File: src/rtl/rrw_pkg.sv
package rrw_pkg;
  typedef enum logic {
    MATCH_SHARED  = 1'b0,
    MATCH_CONSUME = 1'b1
  } match_mode_e;
endpackage

File: src/rtl/rrw_queue.sv
// Age-ordered tracker store: entry 0 is the oldest. Retirements always
// form a prefix, so they are removed by shifting the queue down.
module rrw_queue #(
  parameter int DEPTH = 12,
  parameter int HI    = 10,
  parameter int AGE_W = 4,
  parameter int CNT_W = 4
) (
  input  logic             clk,
  input  logic             rst,
  input  logic             push_i,
  input  logic [CNT_W-1:0] pop_n_i,
  output logic [CNT_W-1:0] cnt_o,
  output logic [AGE_W-1:0] age_o [DEPTH],
  output logic             drop_o
);
  localparam logic [CNT_W-1:0] FULL  = CNT_W'(DEPTH);
  localparam logic [AGE_W-1:0] ONE_A = AGE_W'(1);

  logic [AGE_W-1:0] age_q [DEPTH];
  logic [AGE_W-1:0] age_n [DEPTH];
  logic [CNT_W-1:0] cnt_q, cnt_n, space;
  logic             take;

  always_comb begin
    space  = cnt_q - pop_n_i;
    drop_o = push_i && (space == FULL);
    take   = push_i && !drop_o;
    cnt_n  = space + CNT_W'(take);
    for (int i = 0; i < DEPTH; i++) begin
      age_n[i] = '0;
      for (int j = 0; j < DEPTH; j++) begin
        if ((CNT_W'(j) == CNT_W'(i) + pop_n_i) && (CNT_W'(j) < cnt_q))
          age_n[i] = age_q[j] + ONE_A;
      end
      if (take && (space == CNT_W'(i)))
        age_n[i] = ONE_A;
    end
  end

  always_ff @(posedge clk) begin
    if (rst) begin
      cnt_q <= '0;
      for (int i = 0; i < DEPTH; i++) age_q[i] <= '0;
    end else begin
      cnt_q <= cnt_n;
      for (int i = 0; i < DEPTH; i++) age_q[i] <= age_n[i];
    end
  end

  assign cnt_o = cnt_q;
  assign age_o = age_q;

  AST_CNT_LIMIT: assert property (@(posedge clk) disable iff (rst)
    cnt_q <= FULL);
  AST_DROP_FULL: assert property (@(posedge clk) disable iff (rst)
    drop_o |-> (cnt_q == FULL));
  AST_AGE_CAP: assert property (@(posedge clk) disable iff (rst)
    (cnt_q != '0) |-> (age_q[0] <= AGE_W'(HI)));

  for (genvar g = 0; g + 1 < DEPTH; g++) begin : g_order
    AST_AGE_ORDER: assert property (@(posedge clk) disable iff (rst)
      (CNT_W'(g + 1) < cnt_q) |-> (age_q[g] > age_q[g+1]));
  end
endmodule

File: src/rtl/rrw_judge.sv
// Decides per cycle which trackers a completion closes, which expires,
// and how many leave the head of the queue.
module rrw_judge
  import rrw_pkg::*;
#(
  parameter int   DEPTH  = 12,
  parameter int   LO     = 1,
  parameter int   HI     = 10,
  parameter int   AGE_W  = 4,
  parameter int   CNT_W  = 4,
  parameter bit   ORPHAN = 1'b0
) (
  input  logic             clk,
  input  logic             rst,
  input  match_mode_e      mode_i,
  input  logic             done_i,
  input  logic [CNT_W-1:0] cnt_i,
  input  logic [AGE_W-1:0] age_i [DEPTH],
  output logic             pass_o,
  output logic             expire_o,
  output logic             orphan_o,
  output logic [CNT_W-1:0] pop_n_o
);
  localparam logic [AGE_W-1:0] LO_A = AGE_W'(LO);
  localparam logic [AGE_W-1:0] HI_A = AGE_W'(HI);

  logic [DEPTH-1:0] open_w, first_w, hit;

  always_comb begin
    for (int i = 0; i < DEPTH; i++)
      open_w[i] = (CNT_W'(i) < cnt_i) && (age_i[i] >= LO_A);
    first_w = open_w & ~(open_w - DEPTH'(1));
    if (!done_i)                    hit = '0;
    else if (mode_i == MATCH_CONSUME) hit = first_w;
    else                            hit = open_w;
    pass_o   = |hit;
    expire_o = (cnt_i != '0) && (age_i[0] == HI_A) && !hit[0];
    orphan_o = ORPHAN && done_i && (open_w == '0);
    pop_n_o  = CNT_W'($countones(hit)) + CNT_W'(expire_o);
  end

  AST_HIT_PREFIX: assert property (@(posedge clk) disable iff (rst)
    ((hit >> 1) & ~hit) == '0);
  AST_CONSUME_SINGLE: assert property (@(posedge clk) disable iff (rst)
    (mode_i == MATCH_CONSUME) |-> $onehot0(hit));
  AST_EXPIRE_NO_PASS: assert property (@(posedge clk) disable iff (rst)
    !(expire_o && pass_o));
  AST_ORPHAN_NO_PASS: assert property (@(posedge clk) disable iff (rst)
    !(orphan_o && pass_o));
endmodule

File: src/rtl/req_resp_watch.sv
module req_resp_watch
  import rrw_pkg::*;
#(
  parameter int DEPTH         = 12,
  parameter int WIN_LO        = 1,
  parameter int WIN_HI        = 10,
  parameter bit REPORT_ORPHAN = 1'b0,
  localparam int CNT_W = $clog2(DEPTH + 1),
  localparam int AGE_W = $clog2(WIN_HI + 1)
) (
  input  logic             clk,
  input  logic             rst,
  input  logic             mode_i,
  input  logic             req_i,
  input  logic             done_i,
  output logic             pass_o,
  output logic             viol_o,
  output logic             overflow_o,
  output logic [CNT_W-1:0] pending_o
);
  if (WIN_LO < 1 || WIN_LO > WIN_HI || DEPTH < 1) begin : g_bad_cfg
    $error("req_resp_watch: window bounds or depth out of range");
  end

  match_mode_e      mode;
  logic [CNT_W-1:0] cnt, pop_n;
  logic [AGE_W-1:0] age [DEPTH];
  logic             drop, expire, orphan, pass_w;
  logic             ovf_q;

  assign mode = match_mode_e'(mode_i);

  rrw_queue #(.DEPTH(DEPTH), .HI(WIN_HI), .AGE_W(AGE_W), .CNT_W(CNT_W)) u_queue (
    .clk(clk), .rst(rst), .push_i(req_i), .pop_n_i(pop_n),
    .cnt_o(cnt), .age_o(age), .drop_o(drop)
  );

  rrw_judge #(.DEPTH(DEPTH), .LO(WIN_LO), .HI(WIN_HI), .AGE_W(AGE_W),
              .CNT_W(CNT_W), .ORPHAN(REPORT_ORPHAN)) u_judge (
    .clk(clk), .rst(rst), .mode_i(mode), .done_i(done_i), .cnt_i(cnt),
    .age_i(age), .pass_o(pass_w), .expire_o(expire), .orphan_o(orphan),
    .pop_n_o(pop_n)
  );

  always_ff @(posedge clk) begin
    if (rst)       ovf_q <= 1'b0;
    else if (drop) ovf_q <= 1'b1;
  end

  assign pass_o     = pass_w && !rst;
  assign viol_o     = (expire || orphan) && !rst;
  assign overflow_o = ovf_q;
  assign pending_o  = cnt;

  AST_OVF_STICKY: assert property (@(posedge clk) disable iff (rst)
    overflow_o |=> overflow_o);
  AST_PEND_RISE: assert property (@(posedge clk) disable iff (rst)
    (pending_o > $past(pending_o)) |-> $past(req_i));
  AST_PEND_STEP: assert property (@(posedge clk) disable iff (rst)
    (pending_o <= $past(pending_o) + CNT_W'(1)));
  AST_VIOL_CAUSE: assert property (@(posedge clk) disable iff (rst)
    viol_o |-> (pending_o != '0 || done_i));
endmodule

File: config.mk
export PLATFORM = sky130hd
export DESIGN_NAME = req_resp_watch
export DESIGN_NICKNAME = d
export VERILOG_FILES = /design/src/rtl/rrw_pkg.sv /design/src/rtl/rrw_queue.sv /design/src/rtl/rrw_judge.sv /design/src/rtl/req_resp_watch.sv
export SDC_FILE = /design/constraint.sdc
export NUM_CORES = 1
export LEC_CHECK = 0
export BUFFER_PORTS_ARGS = -buffer_cell sky130_fd_sc_hd__buf_2
export CAP_MARGIN = 20
export CORE_UTILIZATION = 30
export DETAILED_ROUTE_END_ITERATION = 7
export PLACE_DENSITY = 0.51
export REMOVE_ABC_BUFFERS = 1
export SLEW_MARGIN = 30
export SYNTH_ARGS = -nofsm -noshare
export SYNTH_HDL_FRONTEND = slang
export SYNTH_HIERARCHICAL = 1
export SYNTH_SLANG_ARGS = --single-unit
export TNS_END_PERCENT = 50
File: constraint.sdc
create_clock -name clk -period 11.5 [get_ports clk]
set_clock_uncertainty 0.05 [all_clocks]
set_input_delay 0.575 -clock clk [delete_from_list [all_inputs] [get_ports clk]]
set_output_delay 0.575 -clock clk [all_outputs]
set_load 0.1 [all_outputs]
==> results of run 1 <==
==> worst min path at each step <==
stage / start / to / cells after the start
after floorplan: rst / u_queue/age_o[16]$_SDFF_PP0_ / 1
after global placement: overflow_o$_SDFFE_PP0P_ / overflow_o$_SDFFE_PP0P_ / 1
after detailed placement: overflow_o$_SDFFE_PP0P_ / overflow_o$_SDFFE_PP0P_ / 1
after CTS: overflow_o$_SDFFE_PP0P_ / overflow_o$_SDFFE_PP0P_ / 1
after global routing: overflow_o$_SDFFE_PP0P_ / overflow_o$_SDFFE_PP0P_ / 1
final: overflow_o$_SDFFE_PP0P_ / overflow_o$_SDFFE_PP0P_ / 1
==> cell families after synthesis <==
| logic type | after synthesis | synth area share, % |
|---|---|---|
| DFF | 53 | 11.9 |
| xor gates and xnor gates | 51 | 5.09 |
| other | 1 | 0.0420 |
| adders and majority gates | 38 | 6.09 |
| and+or+nand+nor | 479 | 27.9 |
| buffers and inverters | 129 | 6.90 |
| AOI/OAI and AO/OA | 516 | 42.1 |
==> cells in the final DEF (no fill, tap or decap), drive strengths merged, types with 22 or more instances in the layout <==
cell	netlist	layout
buf	44	53
nand3	70	70
nor2	101	101
xnor2	30	30
dfxtp	53	53
o221ai	22	22
a31oi	29	29
a22oi	32	32
a211oi	28	28
a221oi	30	30
nand2	102	102
o22ai	33	33
inv	36	36
nor3	68	68
ha	29	29
a21oi	83	83
o21ai	75	75
nor4	29	29
==> final cells by class <==
| class | instances | area, sq um | area share [%] |
|---|---|---|---|
| multi-input cells | 1085 | 7340 | 76.8 |
| flip-flops and latches | 53 | 1060 | 11.1 |
| well taps | 384 | 480 | 5.02 |
| repair buffers | 53 | 370 | 3.87 |
| inverters | 36 | 135 | 1.41 |
| clock buffers | 6 | 129 | 1.35 |
| clock inverters | 2 | 38.8 | 0.406 |
| diodes | 1 | 2.50 | 0.0262 |
==> flip-flops by register name, indices dropped and copies added, names as in the netlist <==
register       count
u_queue/cnt_o      4
overflow_o         1
u_queue/age_o     48
==> power groups by stage <==
stage | clock network (mW) | registers (mW) | logic [mW]
6_report | 0.188 | 0.309 | 1.79
5_1_grt | 0.194 | 0.309 | 1.82
4_1_cts | 0.187 | 0.302 | 1.68
3_5_place_dp | 0 | 0.306 | 1.67
3_3_place_gp | 0 | 0.307 | 1.70
2_1_floorplan | 0 | 0.337 | 0.932
==> worst max-delay path, delay by kind of cell, from the launching register on <==
family	cells	cell delay, ps
simple gates	3	1120
flops	1	630
xor+xnor	2	1540
fa+ha+maj	8	3460
buf+inv	5	300
compound gates	7	2130
==> metal layers <==
layer / GRT usage, % / part of all wire [%]
met5: 0 / 0
met4: 24.6 / 8.4
met3: 11.4 / 14
met2: 54.5 / 41
met1: 46.9 / 37
==> stage by stage <==
stage	util (%)	setup WS, ps	power [mW]	cells	hold WS, ps
after global routing	33.0	1930	2.32	1619	465
after floorplan	-	1450	1.27	1174	594
final	33.0	2130	2.29	1620	430
after CTS	32.8	2540	2.17	1619	432
after detailed placement	32.3	2590	1.98	1611	413
after global placement	32.2	2530	2.00	1611	405
==> metrics.md, run 1 <==
| Metric | Value |
|---|---|
| Max Fclk | 0.107 GHz |
| Post_cts resized | 0 |
| Setup bufs post-CTS | 0 |
| First-pass GRT wire length | 82300 um |
| Yosys top cell area share | 11.9% |
| Worst Hold Class | reg2reg |
| PD cells | 239 nW/um^2 |
| Die width | 174 um |
| Clk network pwr share | 8.2% |
| Distinct cells, synth | 95 |
| Final Hold Vio Count | 0 |
| Flop pwr share | 13.5% |
| R2R Path Start | u_queue/age_o[8]$_SDFF_PP0_ |
| Pleak | 3.09 nW |
| Hold buffer count at cts | 0 |
| DRT Pass-1 Iters | 7 |
| Register bit total from synthesis | 53 |
| Max Slew Vio Count | 0 |
| Initial antenna violation count | 0 |
| Site row count | 62 |
| Core area | 29000 sq um |
| Clock Sinks | 53 |
| Async set-or-reset flop fraction in the synthesized netlist | 0% |
| Comb power frac | 78.3% |
| CTS tree | built |
| Avg Inst Size Synth | 7.04 sq um |
| Critical-path top delay cell | xor2_2 |
| Setup Viol. Count Final | 0 |
| Setup tns final | 0 ps |
| Worst rel slew slack | 26.9% |
| Fillers | 3188 |
| Largest net degree at the start of global routing | 41 |
| DR vias/cell | 7.57 |
| Prevailing post-synth register cell | dfxtp_1 |
| Vias in the first global route | 11500 |
| Mapped Cells | 1267 |
| Die Ht | 174 um |
| Worst path max stage delay | 840 ps |
| Worst R2R End | u_queue/age_o[8]$_SDFF_PP0_ |
| Via count | 12300 |
| Sw frac | 65.8% |
| Min cycle time layout | 9370 ps |
| Sequential element share of the synthesized area | 11.9% |
| Number of port buffers | 11 |
| DRT Wirelength | 58000 um |
| Total CTS buffers | 5 |
| Int Pwr | 782 uW |
| Gr usage total | 37.3% |
| Area Overhead vs Synth | 7.18% |
| Worst-Margin Slew | 1100 ps |
| RePlAce Congestion | 1.08 |
| I/O pin cnt | 12 |
| 1st-iter DRT viols | 2390 |
| DRC viols | 0 |
| Top post-synthesis cells by area | dfxtp_1, a21oi_1, nand2_1 |
| Psw | 1.51 mW |
| Fin area | 9560 sq um |
| Commonest cells post-synth | nand2_1, nor2_1, a21oi_1 |
| Status | completed |
| Average routed wire per standard cell | 35.8 um |
| Root Driver | clkbuf_16 |
| # nets final | 1277 |
| CP Launch Point | u_queue/age_o[8]$_SDFF_PP0_ |
| Post-route ant nets | 0 |
| VDD IR max | 147 uV |
| Critical Path Sink Type | flop |
| Starting Density | 30.8% |
| WP data required | 11620 ps |
| WS Path Type | reg2reg |
| GR Overflow Total | 0 |
| CP Data Arrival Time | 9490 ps |
| Total of max-cap violations | 0 |
| Worst setup path endpoint | u_queue/age_o[8]$_SDFF_PP0_ |
| Worst R2R Setup Slack | 2130 ps |
| H-tree lvl count | 2 |
| Share of layout cells above drive strength 1 | 10.4% |
| Count leader, synth | nand2_1 |
| Dpl hpwl | 42600 um |
| Die area | 30400 sq um |
| Clock Latency Late Sink | 320 ps |
| Syn Std Cell Area | 8920 sq um |
| Number of flops mapped to enable cells by yosys | 0 |
| Placement Cell Area | 9360 sq um |
| Synth warnings | 6 |
| Area leader, netlist | dfxtp_1 |
| CTS Buffer Depth | 2 |
| Peak fanout along the critical path | 19 |
| Reg clk slew, reported paths | 80 ps |
| Setup crit start kind | flop |
| Tcrit/Tclk final | 81.5% |
| R2R depth | 25 |
| RSZ-0062 raised after global routing | no |
(Power assumes the default switching activity.)
==> inputs of run 2 (changes only) <==
--- a/config.mk
+++ b/config.mk
@@ -5,6 +5,7 @@
 export SDC_FILE = /design/constraint.sdc
 export NUM_CORES = 1
 export LEC_CHECK = 0
+export ABC_AREA = 1
 export BUFFER_PORTS_ARGS = -buffer_cell sky130_fd_sc_hd__buf_2
 export CAP_MARGIN = 20
 export CORE_UTILIZATION = 30
==> constraint.sdc (replaced) <==
create_clock -name clk -period 9.4 [get_ports clk]
set_clock_uncertainty 0.05 [all_clocks]
set_input_delay 0.47 -clock clk [delete_from_list [all_inputs] [get_ports clk]]
set_output_delay 0.47 -clock clk [all_outputs]
set_load 0.1 [all_outputs]
==> run 2 against run 1 <==
Worst setup slack worse by 440 ps. Non-clock buffer count down 20. Critical path depth up 10. Hold slack got worse by 12 ps. Cell area decreased by 1.1%. Clock power increased by 12%. First-iteration DRC count decreased by 20%. Via count fell by 3.6%. Fmax up 22%. Wire length down 22%. Combinational power is 11% lower. Global-route usage is 7.9 points lower. Critical path type unchanged. Highest routed layer unchanged.
==> metrics.md, run 2 <==
| Metric | Value |
|---|---|
| Yosys top cell area share | 23.8% (was 11.9%) |
| WS Path Type | reg2reg (unchanged) |
| Total of max-cap violations | 0 (unchanged) |
| Setup bufs post-CTS | 0 (unchanged) |
| Peak fanout along the critical path | 16 (was 19) |
| Average routed wire per standard cell | 21.6 um (was 35.8 um) |
| Placement Cell Area | 9300 sq um (was 9360 sq um) |
| Worst R2R End | u_queue/age_o[36]$_SDFF_PP0_ (was u_queue/age_o[8]$_SDFF_PP0_) |
| First-pass GRT wire length | 66700 um (was 82300 um) |
| Setup crit start kind | flop (unchanged) |
| Largest net degree at the start of global routing | 18 (was 41) |
| R2R depth | 35 (was 25) |
| Most frequent cells in the layout | nand2_1, nor2_1, inv_1 (was nand2_1, nor2_1, a21oi_1) |
| Vias in the first global route | 10400 (was 11500) |
| RePlAce Congestion | 1.06 (was 1.08) |
| Async set-or-reset flop fraction in the synthesized netlist | 0% (unchanged) |
| Initial antenna violation count | 1 (was 0) |
| Core area | 28900 sq um (was 29000 sq um) |
| Hold depth | 2 (was 1) |
| Min cycle time layout | 7700 ps (was 9370 ps) |
| Share of layout cells above drive strength 1 | 5.66% (was 10.4%) |
| Sequential element share of the synthesized area | 12.0% (was 11.9%) |
| Worst rel slew slack | 36.7% (was 26.9%) |
| Worst R2R Setup Slack | 1700 ps (was 2130 ps) |
| Root Driver | clkbuf_16 (unchanged) |
| Max reg flops | 48 (unchanged) |
| Tcrit/Tclk final | 82.0% (was 81.5%) |
| Post-route ant nets | 0 (unchanged) |
| DRT Wirelength | 45300 um (was 58000 um) |
| N_diodes | 0 (was 1) |
| Mapped Cells | 1718 (was 1267) |
| Max Slew Vio Count | 0 (unchanged) |
| Dpl hpwl | 36500 um (was 42600 um) |
| Die area | 30200 sq um (was 30400 sq um) |
| Number of flops mapped to enable cells by yosys | 0 (unchanged) |
| Clock Latency Late Sink | 320 ps (about the same) |
| CTS Buffer Depth | 2 (unchanged) |
| Total CTS buffers | 5 (unchanged) |
| Area Overhead vs Synth | 6.90% (was 7.18%) |
| GR Overflow Total | 0 (unchanged) |
| Prevailing post-synth register cell | dfxtp_1 (unchanged) |
| CTS tree | built (unchanged) |
| Most used cell, CP | inv_1 |
| Gr usage total | 29.4% (was 37.3%) |
| Final Hold Vio Count | 0 (unchanged) |
| Starting Density | 30.6% (was 30.8%) |
| H-tree lvl count | 2 (unchanged) |
| I/O pin cnt | 12 (unchanged) |
| CP Data Arrival Time | 7840 ps (was 9490 ps) |
| DR vias/cell | 5.63 (was 7.57) |
| R2R Path Start | u_queue/cnt_o[3]$_SDFF_PP0_ (was u_queue/age_o[8]$_SDFF_PP0_) |
| Setup tns final | 0 ps (unchanged) |
| Die Ht | 174 um (about the same) |
| Via count | 11800 (was 12300) |
| Hold Path End | overflow_o$_SDFFE_PP0P_ (unchanged) |
| Hold buffer count at cts | 0 (unchanged) |
| Syn Std Cell Area | 8840 sq um (was 8920 sq um) |
| Clock Sinks | 53 (unchanged) |
| Number of port buffers | 11 (unchanged) |
| Post_cts resized | 0 (unchanged) |
| Reg clk slew, reported paths | 80 ps (about the same) |
| Setup Viol. Count Final | 0 (unchanged) |
| Status | completed (unchanged) |
| Fin util | 32.8% (was 33.0%) |
| Commonest cells post-synth | nand2_1, nor2_1, inv_1 (was nand2_1, nor2_1, a21oi_1) |
| Pleak | 4.25 nW (was 3.09 nW) |
| PD cells | 225 nW/um^2 (was 239 nW/um^2) |
| DRC viols | 0 (unchanged) |
| Avg Inst Size Synth | 5.15 sq um (was 7.04 sq um) |
| Worst Hold Class | reg2reg (unchanged) |
| Top post-synthesis cells by area | nand2_1, nor2_1, dfxtp_1 (was dfxtp_1, a21oi_1, nand2_1) |
| WP data required | 9540 ps (was 11620 ps) |
| Area leader, netlist | nand2_1 (was dfxtp_1) |
| Site row count | 62 (unchanged) |
| Max Fclk | 0.130 GHz (was 0.107 GHz) |
| Worst path max stage delay | 790 ps (was 840 ps) |
| Synth warnings | 6 (unchanged) |
| Die width | 174 um (about the same) |
| Count leader, synth | nand2_1 (unchanged) |
| Critical Path Sink Type | flop (unchanged) |
| Register bit total from synthesis | 53 (unchanged) |
| Fin area | 9460 sq um (was 9560 sq um) |
| RSZ-0062 raised after global routing | no (unchanged) |
| VDD IR max | 117 uV (was 147 uV) |
| Min-delay src | overflow_o$_SDFFE_PP0P_ (unchanged) |
| # nets final | 1757 (was 1277) |
| DRT Pass-1 Iters | 6 (was 7) |
| Critical-path top delay cell | dfxtp_1 (was xor2_2) |
| 1st-iter DRT viols | 1915 (was 2390) |
| Most common cell after layout, fill and taps aside | nand2_1 (unchanged) |
| Worst-Margin Slew | 946 ps (was 1100 ps) |
| Distinct cells, synth | 46 (was 95) |
==> run 2: cell type report <==
class,instances,area [sq um]
Clock buffer,6,139
Clock inverter,2,17.5
Fill cell,3407,19400
Inverter,213,801
Multi-Input combinational cell,1408,6740
Sequential cell,53,1060
Tap cell,384,480
Timing Repair Buffer,33,220
==> run 2: report_power, final <==
part           internal, mW  total (mW)  switching (mW)
Combinational         0.334        1.59            1.26
Sequential            0.261       0.327          0.0651
Clock                 0.108       0.210           0.102
==> run 2: how the worst max path moves through the flow <==
stage	slack [ps]	start	cells after the start	to
after detailed placement	1730	u_queue/cnt_o[3]$_SDFF_PP0_	35	u_queue/age_o[37]$_SDFF_PP0_
after floorplan	1840	u_queue/cnt_o[3]$_SDFF_PP0_	37	u_queue/age_o[18]$_SDFF_PP0_
after global routing	1120	u_queue/cnt_o[3]$_SDFF_PP0_	35	u_queue/age_o[37]$_SDFF_PP0_
after CTS	1730	u_queue/cnt_o[3]$_SDFF_PP0_	35	u_queue/age_o[37]$_SDFF_PP0_
final	1700	u_queue/cnt_o[3]$_SDFF_PP0_	35	u_queue/age_o[36]$_SDFF_PP0_
after global placement	1730	u_queue/cnt_o[3]$_SDFF_PP0_	35	u_queue/age_o[37]$_SDFF_PP0_
==> run 2: logic make-up (layout without fill, tap and decap cells) <==
| family | Yosys count | count (layout) | share of synthesized area [%] |
|---|---|---|---|
| flip-flops | 53 | 53 | 12.0 |
| AO/OA/AOI/OAI | 144 | 144 | 8.93 |
| buffers and inverters | 257 | 254 | 11.9 |
| AND/OR/NAND/NOR | 1197 | 1197 | 58.2 |
| XOR/XNOR | 28 | 28 | 2.77 |
| adder cells (fa/ha/maj) | 38 | 38 | 6.14 |
| other | 1 | 1 | 0.0424 |
==> run 2: worst max-delay path: cells and delay by family (launching register included) <==
kind | cells | cell delay (ps)
fa+ha+maj | 8 | 3310
compound gates | 1 | 70
simple gates | 14 | 1950
flops | 1 | 790
buf+inv | 12 | 1400
==> run 2: metrics by stage <==
stage                     hold WS [ps]  std cells  setup WS, ps  total power, mW
after floorplan                    489       1674          1840             1.28
after global placement             396       2091          1730             1.87
after detailed placement           406       2091          1730             1.85
after CTS                          425       2099          1730             2.06
after global routing               464       2099          1120             2.22
final                              418       2099          1700             2.13
==> run 2: per-layer routing <==
metal	vias to the layer above	wire length, um	GRT usage, %
li1	5470	-	-
met1	5401	19600	41.6
met2	804	18300	43.1
met3	136	5000	4.58
met4	0	2380	13.8
met5	-	0	0
